==> src/rtl/vram_port_pkg.sv <==
package vram_port_pkg;

  localparam int SEL_W = 2;

  typedef enum logic [SEL_W-1:0] {
    SEL_PTR  = 2'd0,
    SEL_DATA = 2'd1,
    SEL_STEP = 2'd2,
    SEL_NONE = 2'd3
  } reg_sel_e;

  typedef struct packed {
    logic wr_ptr;
    logic wr_data;
    logic wr_step;
    logic rd_mem;
    logic rd_step;
    logic rd_none;
    logic acc;
  } op_t;

endpackage

==> src/rtl/vram_port_decode.sv <==
module vram_port_decode
  import vram_port_pkg::*;
(
  input  logic [SEL_W-1:0] reg_sel_i,
  input  logic             rd_i,
  input  logic             wr_i,
  output op_t              op_o
);

  reg_sel_e sel;
  logic     rd_eff;

  assign sel    = reg_sel_e'(reg_sel_i);
  assign rd_eff = rd_i & ~wr_i;  // write wins a collision

  always_comb begin
    op_o         = '0;
    op_o.acc     = rd_i | wr_i;
    op_o.wr_ptr  = wr_i && (sel == SEL_PTR);
    op_o.wr_data = wr_i && (sel == SEL_DATA);
    op_o.wr_step = wr_i && (sel == SEL_STEP);
    op_o.rd_mem  = rd_eff && ((sel == SEL_PTR) || (sel == SEL_DATA));
    op_o.rd_step = rd_eff && (sel == SEL_STEP);
    op_o.rd_none = rd_eff && (sel == SEL_NONE);
  end

endmodule

==> src/rtl/vram_port_ptr.sv <==
module vram_port_ptr
  import vram_port_pkg::*;
#(
  parameter int AW = 16,
  parameter int DW = 16
) (
  input  logic          clk_i,
  input  logic          rst_ni,
  input  op_t           op_i,
  input  logic [DW-1:0] wdata_i,
  output logic [AW-1:0] ptr_o,
  output logic [AW-1:0] step_o
);

  logic [AW-1:0] ptr_q, step_q;

  always_ff @(posedge clk_i or negedge rst_ni) begin
    if (!rst_ni) begin
      ptr_q  <= '0;
      step_q <= '0;
    end else begin
      if (op_i.wr_ptr)       ptr_q <= wdata_i[AW-1:0];
      else if (op_i.wr_data) ptr_q <= ptr_q + step_q;  // wraps at 2^AW
      if (op_i.wr_step)      step_q <= wdata_i[AW-1:0];
    end
  end

  assign ptr_o  = ptr_q;
  assign step_o = step_q;

  AST_PTR_ADVANCE: assert property (@(posedge clk_i) disable iff (!rst_ni)
    op_i.wr_data |=> ptr_q == AW'($past(ptr_q) + $past(step_q)));

  AST_PTR_STILL: assert property (@(posedge clk_i) disable iff (!rst_ni)
    !op_i.wr_ptr && !op_i.wr_data |=> $stable(ptr_q));

  AST_STEP_STILL: assert property (@(posedge clk_i) disable iff (!rst_ni)
    !op_i.wr_step |=> $stable(step_q));

endmodule

==> src/rtl/vram_port_ret.sv <==
module vram_port_ret
  import vram_port_pkg::*;
#(
  parameter int AW = 16,
  parameter int DW = 16
) (
  input  logic          clk_i,
  input  logic          rst_ni,
  input  op_t           op_i,
  input  logic [AW-1:0] step_i,
  input  logic [DW-1:0] mem_rdata_i,
  output logic [DW-1:0] rdata_o,
  output logic          rd_valid_o
);

  logic [DW-1:0] rdata_q, step_ext;
  logic          valid_q, pend_q;

  assign step_ext = DW'(signed'(step_i));

  always_ff @(posedge clk_i or negedge rst_ni) begin
    if (!rst_ni) begin
      rdata_q <= '0;
      valid_q <= 1'b0;
      pend_q  <= 1'b0;
    end else if (op_i.acc) begin
      valid_q <= 1'b0;
      pend_q  <= op_i.rd_mem;
      if (op_i.rd_step) begin
        rdata_q <= step_ext;
        valid_q <= 1'b1;
      end else if (op_i.rd_none) begin
        rdata_q <= '0;
        valid_q <= 1'b1;
      end
    end else if (pend_q) begin
      rdata_q <= mem_rdata_i;
      valid_q <= 1'b1;
      pend_q  <= 1'b0;
    end
  end

  assign rdata_o    = rdata_q;
  assign rd_valid_o = valid_q;

  AST_MEM_NOT_READY: assert property (@(posedge clk_i) disable iff (!rst_ni)
    op_i.rd_mem |=> !rd_valid_o);

  AST_MEM_RETURN: assert property (@(posedge clk_i) disable iff (!rst_ni)
    pend_q && !op_i.acc |=> rd_valid_o && rdata_o == $past(mem_rdata_i));

  AST_RESULT_HOLD: assert property (@(posedge clk_i) disable iff (!rst_ni)
    rd_valid_o && !op_i.acc |=> rd_valid_o && $stable(rdata_o));

  AST_STEP_RETURN: assert property (@(posedge clk_i) disable iff (!rst_ni)
    op_i.rd_step |=> rd_valid_o && rdata_o == DW'(signed'($past(step_i))));

  AST_WRITE_CLEARS: assert property (@(posedge clk_i) disable iff (!rst_ni)
    op_i.acc && !op_i.rd_step && !op_i.rd_none |=> !rd_valid_o);

endmodule

==> src/rtl/vram_port.sv <==
module vram_port
  import vram_port_pkg::*;
#(
  parameter int AW = 16,
  parameter int DW = 16
) (
  input  logic             clk_i,
  input  logic             rst_ni,
  input  logic [SEL_W-1:0] reg_sel_i,
  input  logic             rd_i,
  input  logic             wr_i,
  input  logic [DW-1:0]    wdata_i,
  output logic [DW-1:0]    rdata_o,
  output logic             rd_valid_o,
  output logic [AW-1:0]    mem_addr_o,
  output logic [DW-1:0]    mem_wdata_o,
  output logic             mem_we_o,
  input  logic [DW-1:0]    mem_rdata_i
);

  op_t           op;
  logic [AW-1:0] ptr, step;

  vram_port_decode u_decode (
    .reg_sel_i (reg_sel_i),
    .rd_i      (rd_i),
    .wr_i      (wr_i),
    .op_o      (op)
  );

  vram_port_ptr #(.AW(AW), .DW(DW)) u_ptr (
    .clk_i   (clk_i),
    .rst_ni  (rst_ni),
    .op_i    (op),
    .wdata_i (wdata_i),
    .ptr_o   (ptr),
    .step_o  (step)
  );

  vram_port_ret #(.AW(AW), .DW(DW)) u_ret (
    .clk_i       (clk_i),
    .rst_ni      (rst_ni),
    .op_i        (op),
    .step_i      (step),
    .mem_rdata_i (mem_rdata_i),
    .rdata_o     (rdata_o),
    .rd_valid_o  (rd_valid_o)
  );

  assign mem_addr_o  = ptr;
  assign mem_wdata_o = wdata_i;
  assign mem_we_o    = op.wr_data;

  AST_STORE_MOVES: assert property (@(posedge clk_i) disable iff (!rst_ni)
    mem_we_o |=> mem_addr_o == AW'($past(mem_addr_o) + $past(step)));

  AST_LOAD_SHOWS: assert property (@(posedge clk_i) disable iff (!rst_ni)
    wr_i && reg_sel_i == SEL_PTR |=> mem_addr_o == $past(wdata_i[AW-1:0]));

endmodule

==> config.mk <==
export PLATFORM = sky130hd
export DESIGN_NAME = vram_port
export DESIGN_NICKNAME = d
export VERILOG_FILES = /design/src/rtl/vram_port_pkg.sv /design/src/rtl/vram_port_decode.sv /design/src/rtl/vram_port_ptr.sv /design/src/rtl/vram_port_ret.sv /design/src/rtl/vram_port.sv
export SDC_FILE = /design/constraint.sdc
export NUM_CORES = 1
export LEC_CHECK = 0
export ABC_AREA = 0
export BUFFER_PORTS_ARGS = -buffer_cell sky130_fd_sc_hd__buf_2
export CAP_MARGIN = 20
export CORE_ASPECT_RATIO = 1.25
export CORE_MARGIN = 2
export CORE_UTILIZATION = 56
export DETAILED_ROUTE_END_ITERATION = 8
export PLACE_DENSITY = 0.94
export SLEW_MARGIN = 0
export SYNTH_ARGS = -nofsm -noshare
export SYNTH_HDL_FRONTEND = slang
export SYNTH_SLANG_ARGS = --single-unit
==> constraint.sdc <==
create_clock -name clk_i -period 4.25 [get_ports clk_i]
set_input_delay 0.425 -clock clk_i [delete_from_list [all_inputs] [get_ports clk_i]]
set_output_delay 0.425 -clock clk_i [all_outputs]
set_load 0.05 [all_outputs]
Word-level counts from Yosys, hierarchy flattened
Cells that the tools add are included.
{"block": "word_totals", "reg_bits": 50, "input_bits": 38}
{"block": "op_classes", "bitwise_logic": 3, "n_mux": 11, "eq_ne": 4, "add_sub_neg": 1, "reduce_logical": 11}
{"op": "$mux W16", "count": 6}
{"op": "$add A16 B16 Y16", "count": 1}
{"op": "$logic_and A1 B1 Y1", "count": 6}
{"op": "$mux W1", "count": 5}
{"op": "$eq A2 B2 Y1 const B", "count": 2}
{"op": "$reduce_bool A2 Y1", "count": 2}
{"op": "$ne A3 B1 Y1 const B", "count": 1}
{"op": "$eq A2 B1 Y1 const B", "count": 1}
{"op": "$logic_not A2 Y1", "count": 1}
{"op": "$reduce_and A2 Y1", "count": 1}
{"op": "$and A1 B1 Y1", "count": 1}
{"op": "$logic_or A1 B1 Y1", "count": 1}
{"op": "$not A1 Y1", "count": 1}
{"op": "$or A1 B1 Y1", "count": 1}

Longest topological paths before layout
{"block": "logic_depth", "ltp_word": 6, "depth_mapped": 8}

By module
From an unflattened synthesis, not the netlist that was laid out.
{"block": "unflattened", "cells_unflattened": 289, "area_unflattened_um2": 3116.7}
{"module": "vram_port_ptr", "cells_per_inst": 201, "area_each_um2": 2026.9, "seq_area_each_um2": 800.8, "n_inst": 1}
{"module": "vram_port_ret", "cells_per_inst": 65, "area_each_um2": 902.1, "seq_area_each_um2": 450.4, "n_inst": 1}
{"module": "vram_port", "cells_per_inst": 16, "area_each_um2": 120.1, "seq_area_each_um2": 0.0, "n_inst": 1}
{"module": "vram_port_decode", "cells_per_inst": 7, "area_each_um2": 67.6, "seq_area_each_um2": 0.0, "n_inst": 1}

Worst setup path before layout
No wires, ideal clock.
{"block": "synth_path", "path_kind": "reg2reg", "start": "register u_ptr.ptr_q[0], in the netlist u_ptr.ptr_o[0]", "end": "register u_ptr.ptr_q[14], in the netlist u_ptr.ptr_o[14]", "slack_ns": 1.849, "setup_ns": 0.127, "synth_period_minus_slack_ns": 2.401, "arrival_time_ns": 2.275, "required_time_ns": 4.123, "path_stages_with_launch": 9, "cell_sequence": "dfrtp_1 ha_1 fa_1 a211o_1 a21oi_2 a211oi_2 a31oi_1 xor2_1 o21ai_1"}
{"block": "synth_between", "elab_chain_cells": 3}
{"element": "from (decl)", "line": "vram_port_ptr.sv:15", "rtl": "logic [AW-1:0] ptr_q, step_q;"}
{"element": "from (signal assigned)", "line": "vram_port_ptr.sv:22", "rtl": "if (op_i.wr_ptr) ptr_q <= wdata_i[AW-1:0];"}
{"element": "from (signal assigned)", "line": "vram_port_ptr.sv:23", "rtl": "else if (op_i.wr_data) ptr_q <= ptr_q + step_q;"}
{"element": "$add A16 B16 Y16", "line": "vram_port_ptr.sv:23"}
{"element": "$mux W16", "line": "vram_port_ptr.sv:23"}
{"element": "$mux W16", "line": "vram_port_ptr.sv:22"}
No other way between the ends. The select of a mux whose other input is x is not followed.
A chain may end at the register's enable or synchronous reset.

Worst setup path after layout
{"block": "layout_path", "start": "register u_ptr.ptr_q[0], in the netlist u_ptr.ptr_o[0]", "end": "register u_ptr.ptr_q[12], in the netlist u_ptr.ptr_o[12]"}
Same word-level chain as after synthesis.

==> impl_metrics.sql <==
INSERT INTO impl_metrics (metric_group, metric, value, unit) VALUES
('die', 'initial_utilization', '58.9', '%'),
('timing', 'worst_slew_margin_rel', '31.6', '%'),
('logic_synthesis', 'ys_async_sr_fraction', '100', '%'),
('clocking', 'cts_htree_levels', '2', ''),
('power', 'total_switching_power', '0.00109', 'W'),
('clocking', 'cts_max_path_buffers', '2', ''),
('power', 'vdd_drop_max', '0.000437', 'V'),
('setup_path', 'worstSetupStartpointType', 'flop', ''),
('cells_and_area', 'final_core_util', '68.1', '%'),
('timing', 'timing.final.setup_violations', '0', ''),
('timing', 'post_route_worst_hold_slack', '351', 'ps'),
('setup_path', 'worst_r2r_path_depth', '8', ''),
('timing', 'worst_slew_pin_slew', '1020', 'ps'),
('die', 'fp.dieArea', '6030', 'um2'),
('setup_path', 'timing.critical_path.required', '4430', 'ps'),
('logic_synthesis', 'syn-num-nets', '361', ''),
('clocking', 'cts.reportedPaths.clkPinSlew', '90', 'ps'),
('detailed_routing', 'drt_first_iter_violations', '227', ''),
('detailed_routing', 'drt-vias-per-instance', '6.04', ''),
('logic_synthesis', 'top_cell_type_by_total_area_after_synthesis', 'sky130_fd_sc_hd__dfrtp_1', ''),
('grt', 'pin_count_of_the_biggest_net_entering_global_routing', '51', ''),
('worst_hold_path', 'hold_path_startpoint', 'reg_sel_i[1]', ''),
('logic_synthesis', 'synthesis.instances', '307', ''),
('logic_synthesis', 'synth_area_leaders', 'sky130_fd_sc_hd__dfrtp_1 41%, sky130_fd_sc_hd__ha_1 6.2%, sky130_fd_sc_hd__mux2_2 5.9%', ''),
('timing', 'period_needed', '2390', 'ps'),
('setup_path', 'timing.rr.end', 'u_ptr.ptr_o[12]', ''),
('cells_and_area', 'sequential_cell_area', '1250', 'um2'),
('setup_path', 'worst-path-max-fanout', '3', ''),
('power', 'switching_share', '47.7', '%'),
('detailed_routing', 'routed_wirelength', '7.58', 'mm'),
('worst_hold_path', 'holdPathStages', '2', ''),
('cells_and_area', 'final_net_count', '425', ''),
('setup_path', 'rr_startpoint', 'u_ptr.ptr_o[0]', ''),
('logic_synthesis', 'synth_common_cells', '50 x sky130_fd_sc_hd__dfrtp_1, 34 x sky130_fd_sc_hd__nand2_1, 32 x sky130_fd_sc_hd__o21ai_0', ''),
('power', 'p_per_area', '650', 'nW/um2'),
('power', 'power.static_leakage', '1.71', 'nW'),
('timing', 'unrepaired_setup_endpoints_after_global_routing', 'false', ''),
('grt', 'first_global_vias', '2532', ''),
('logic_synthesis', 'synthMostInstantiatedCell', 'sky130_fd_sc_hd__dfrtp_1', ''),
('die', 'coreArea', '5150', 'um2'),
('detailed_routing', 'drc_errors', '0', ''),
('setup_path', 'r2r_setup_slack', '1860', 'ps'),
('detailed_routing', 'drt-wirelength-per-cell', '17.5', 'um'),
('logic_synthesis', 'syn-cell-area', '3030', 'um2'),
('power', 'internal_power', '0.00119', 'W'),
('power', 'power.share.combinational', '55.0', '%'),
('clocking', 'clk-insertion-delay-late', '300', 'ps'),
('logic_synthesis', 'yosysWarnings', '0', ''),
('die', 'floorplan.die.width', '69.8', 'um'),
('timing', 'fmax', '419', 'MHz'),
('setup_path', 'endpoint_kind', 'flop', ''),
('detailed_routing', 'route.antenna.remaining_nets', '0', ''),
('power', 'seq_power_share', '30.1', '%'),
('cells_and_area', 'area_delta_synth_final', '15.6', '%'),
('timing', 'final.setup.worst_slack', '1860', 'ps'),
('clocking', 'clock_sink_count', '50', ''),
('logic_synthesis', 'synth_top_flop_cell', 'sky130_fd_sc_hd__dfrtp_1', ''),
('job', 'max-cap-violations', '0', ''),
('cells_and_area', 'antenna_cells_inserted', '0', ''),
('clocking', 'post_cts.resized_instances', '0', ''),
('setup_path', 'timing_worst_setup_path_type', 'reg -> reg', ''),
('worst_hold_path', 'hold_path.class', 'in -> reg', ''),
('cells_and_area', 'filler_cell_count', '394', ''),
('logic_synthesis', 'synth-seq-area-share', '41.2', '%'),
('power', 'p_total', '0.00228', 'W'),
('logic_synthesis', 'edff_count_synth', '0', ''),
('placement', 'place.port_buffers', '87', ''),
('logic_synthesis', 'synth-seq-cells', '50', ''),
('timing', 'finalMaxSlewViolations', '0', ''),
('outcome', 'status', 'finished, final reports clean', ''),
('detailed_routing', 'vias', '2623', '');
## cell type report
cell class	instances	area share (%)
clock buffer	6	2.07
timing repair buffer	91	14.3
inverter	2	0.214
clock inverter	2	1.07
multi-input combinational	221	44.5
tap	62	2.21
sequential	50	35.7
## power by group through the flow
| stage | Sequential (W) | Clock, W | Combinational [W] |
|---|---|---|---|
| 2_1_floorplan | 0.000950 | 0 | 0.000716 |
| 3_5_place_dp | 0.000689 | 0 | 0.00123 |
| 3_3_place_gp | 0.000682 | 0 | 0.00118 |
| 4_1_cts | 0.000681 | 0.000342 | 0.00124 |
| 6_report | 0.000686 | 0.000340 | 0.00126 |
| 5_1_grt | 0.000698 | 0.000359 | 0.00135 |
## per-layer routing
layer / up-vias / track usage (%) / share of wire, %
met5: - / 0 / 0
met4: 0 / 10.3 / 2.5
met3: 22 / 3.72 / 5.8
met2: 108 / 45.1 / 52
met1: 1261 / 31.2 / 40
li1: 1232 / - / -
## cells in the final DEF, fill, tap and decap left out, drive strengths merged, types with 10 or more instances in the layout
cell type,count
buf,90
dfrtp,50
o21ai,37
nand2,35
a21oi,21
a22oi,16
mux2,16
ha,15
nor3b,10
## timing repair
action | in CTS | in global routing
hold endpoints to repair | 0 | 8
buffers inserted | 0 | 0
hold buffers | 0 | 1
## worst max-delay path, stage by stage (launching register included)
cell	delay, ps
sky130_fd_sc_hd__dfrtp_1	420
sky130_fd_sc_hd__ha_1	240
sky130_fd_sc_hd__fa_1	430
sky130_fd_sc_hd__a211o_1	340
sky130_fd_sc_hd__a21oi_2	230
sky130_fd_sc_hd__a211oi_2	130
sky130_fd_sc_hd__nor3_2	190
sky130_fd_sc_hd__xor2_1	170
sky130_fd_sc_hd__o21ai_0	110
## kinds of logic (layout without fill, tap and decap cells)
kind of cell / after synthesis / after routing / synth area share [%]
buf+inv: 36 / 101 / 7.51
compound gates: 97 / 97 / 20.2
mux: 24 / 24 / 8.58
simple gates: 72 / 72 / 12.1
flops: 50 / 50 / 41.2
fa+ha+maj: 16 / 16 / 6.85
xor+xnor: 12 / 12 / 3.46
## registers in the layout (all words and copies together) (netlist names)
register	count
u_ret.rd_valid_o	1
u_ret.pend_q	1
u_ptr.ptr_o	16
u_ptr.step_o	16
u_ret.rdata_o	16
## stage by stage
stage	area, um2	std cells
after CTS	3450	431
after global routing	3510	434
after floorplan	3030	307
after global placement	3340	423
final	3510	434
after detailed placement	3340	423
## worst max path at each step
stage / start / endpoint / slack, ps / cells past startpoint
3_5_place_dp: u_ptr.ptr_o[0] / u_ptr.ptr_o[14] / 1960 / 8
2_1_floorplan: u_ptr.ptr_o[0] / u_ptr.ptr_o[14] / 1850 / 8
3_3_place_gp: u_ptr.ptr_o[0] / u_ptr.ptr_o[14] / 2040 / 8
4_1_cts: u_ptr.ptr_o[0] / u_ptr.ptr_o[14] / 1910 / 8
5_1_grt: u_ptr.ptr_o[0] / u_ptr.ptr_o[14] / 1730 / 8
6_report: u_ptr.ptr_o[0] / u_ptr.ptr_o[12] / 1860 / 8
(Power assumes the default switching activity.)
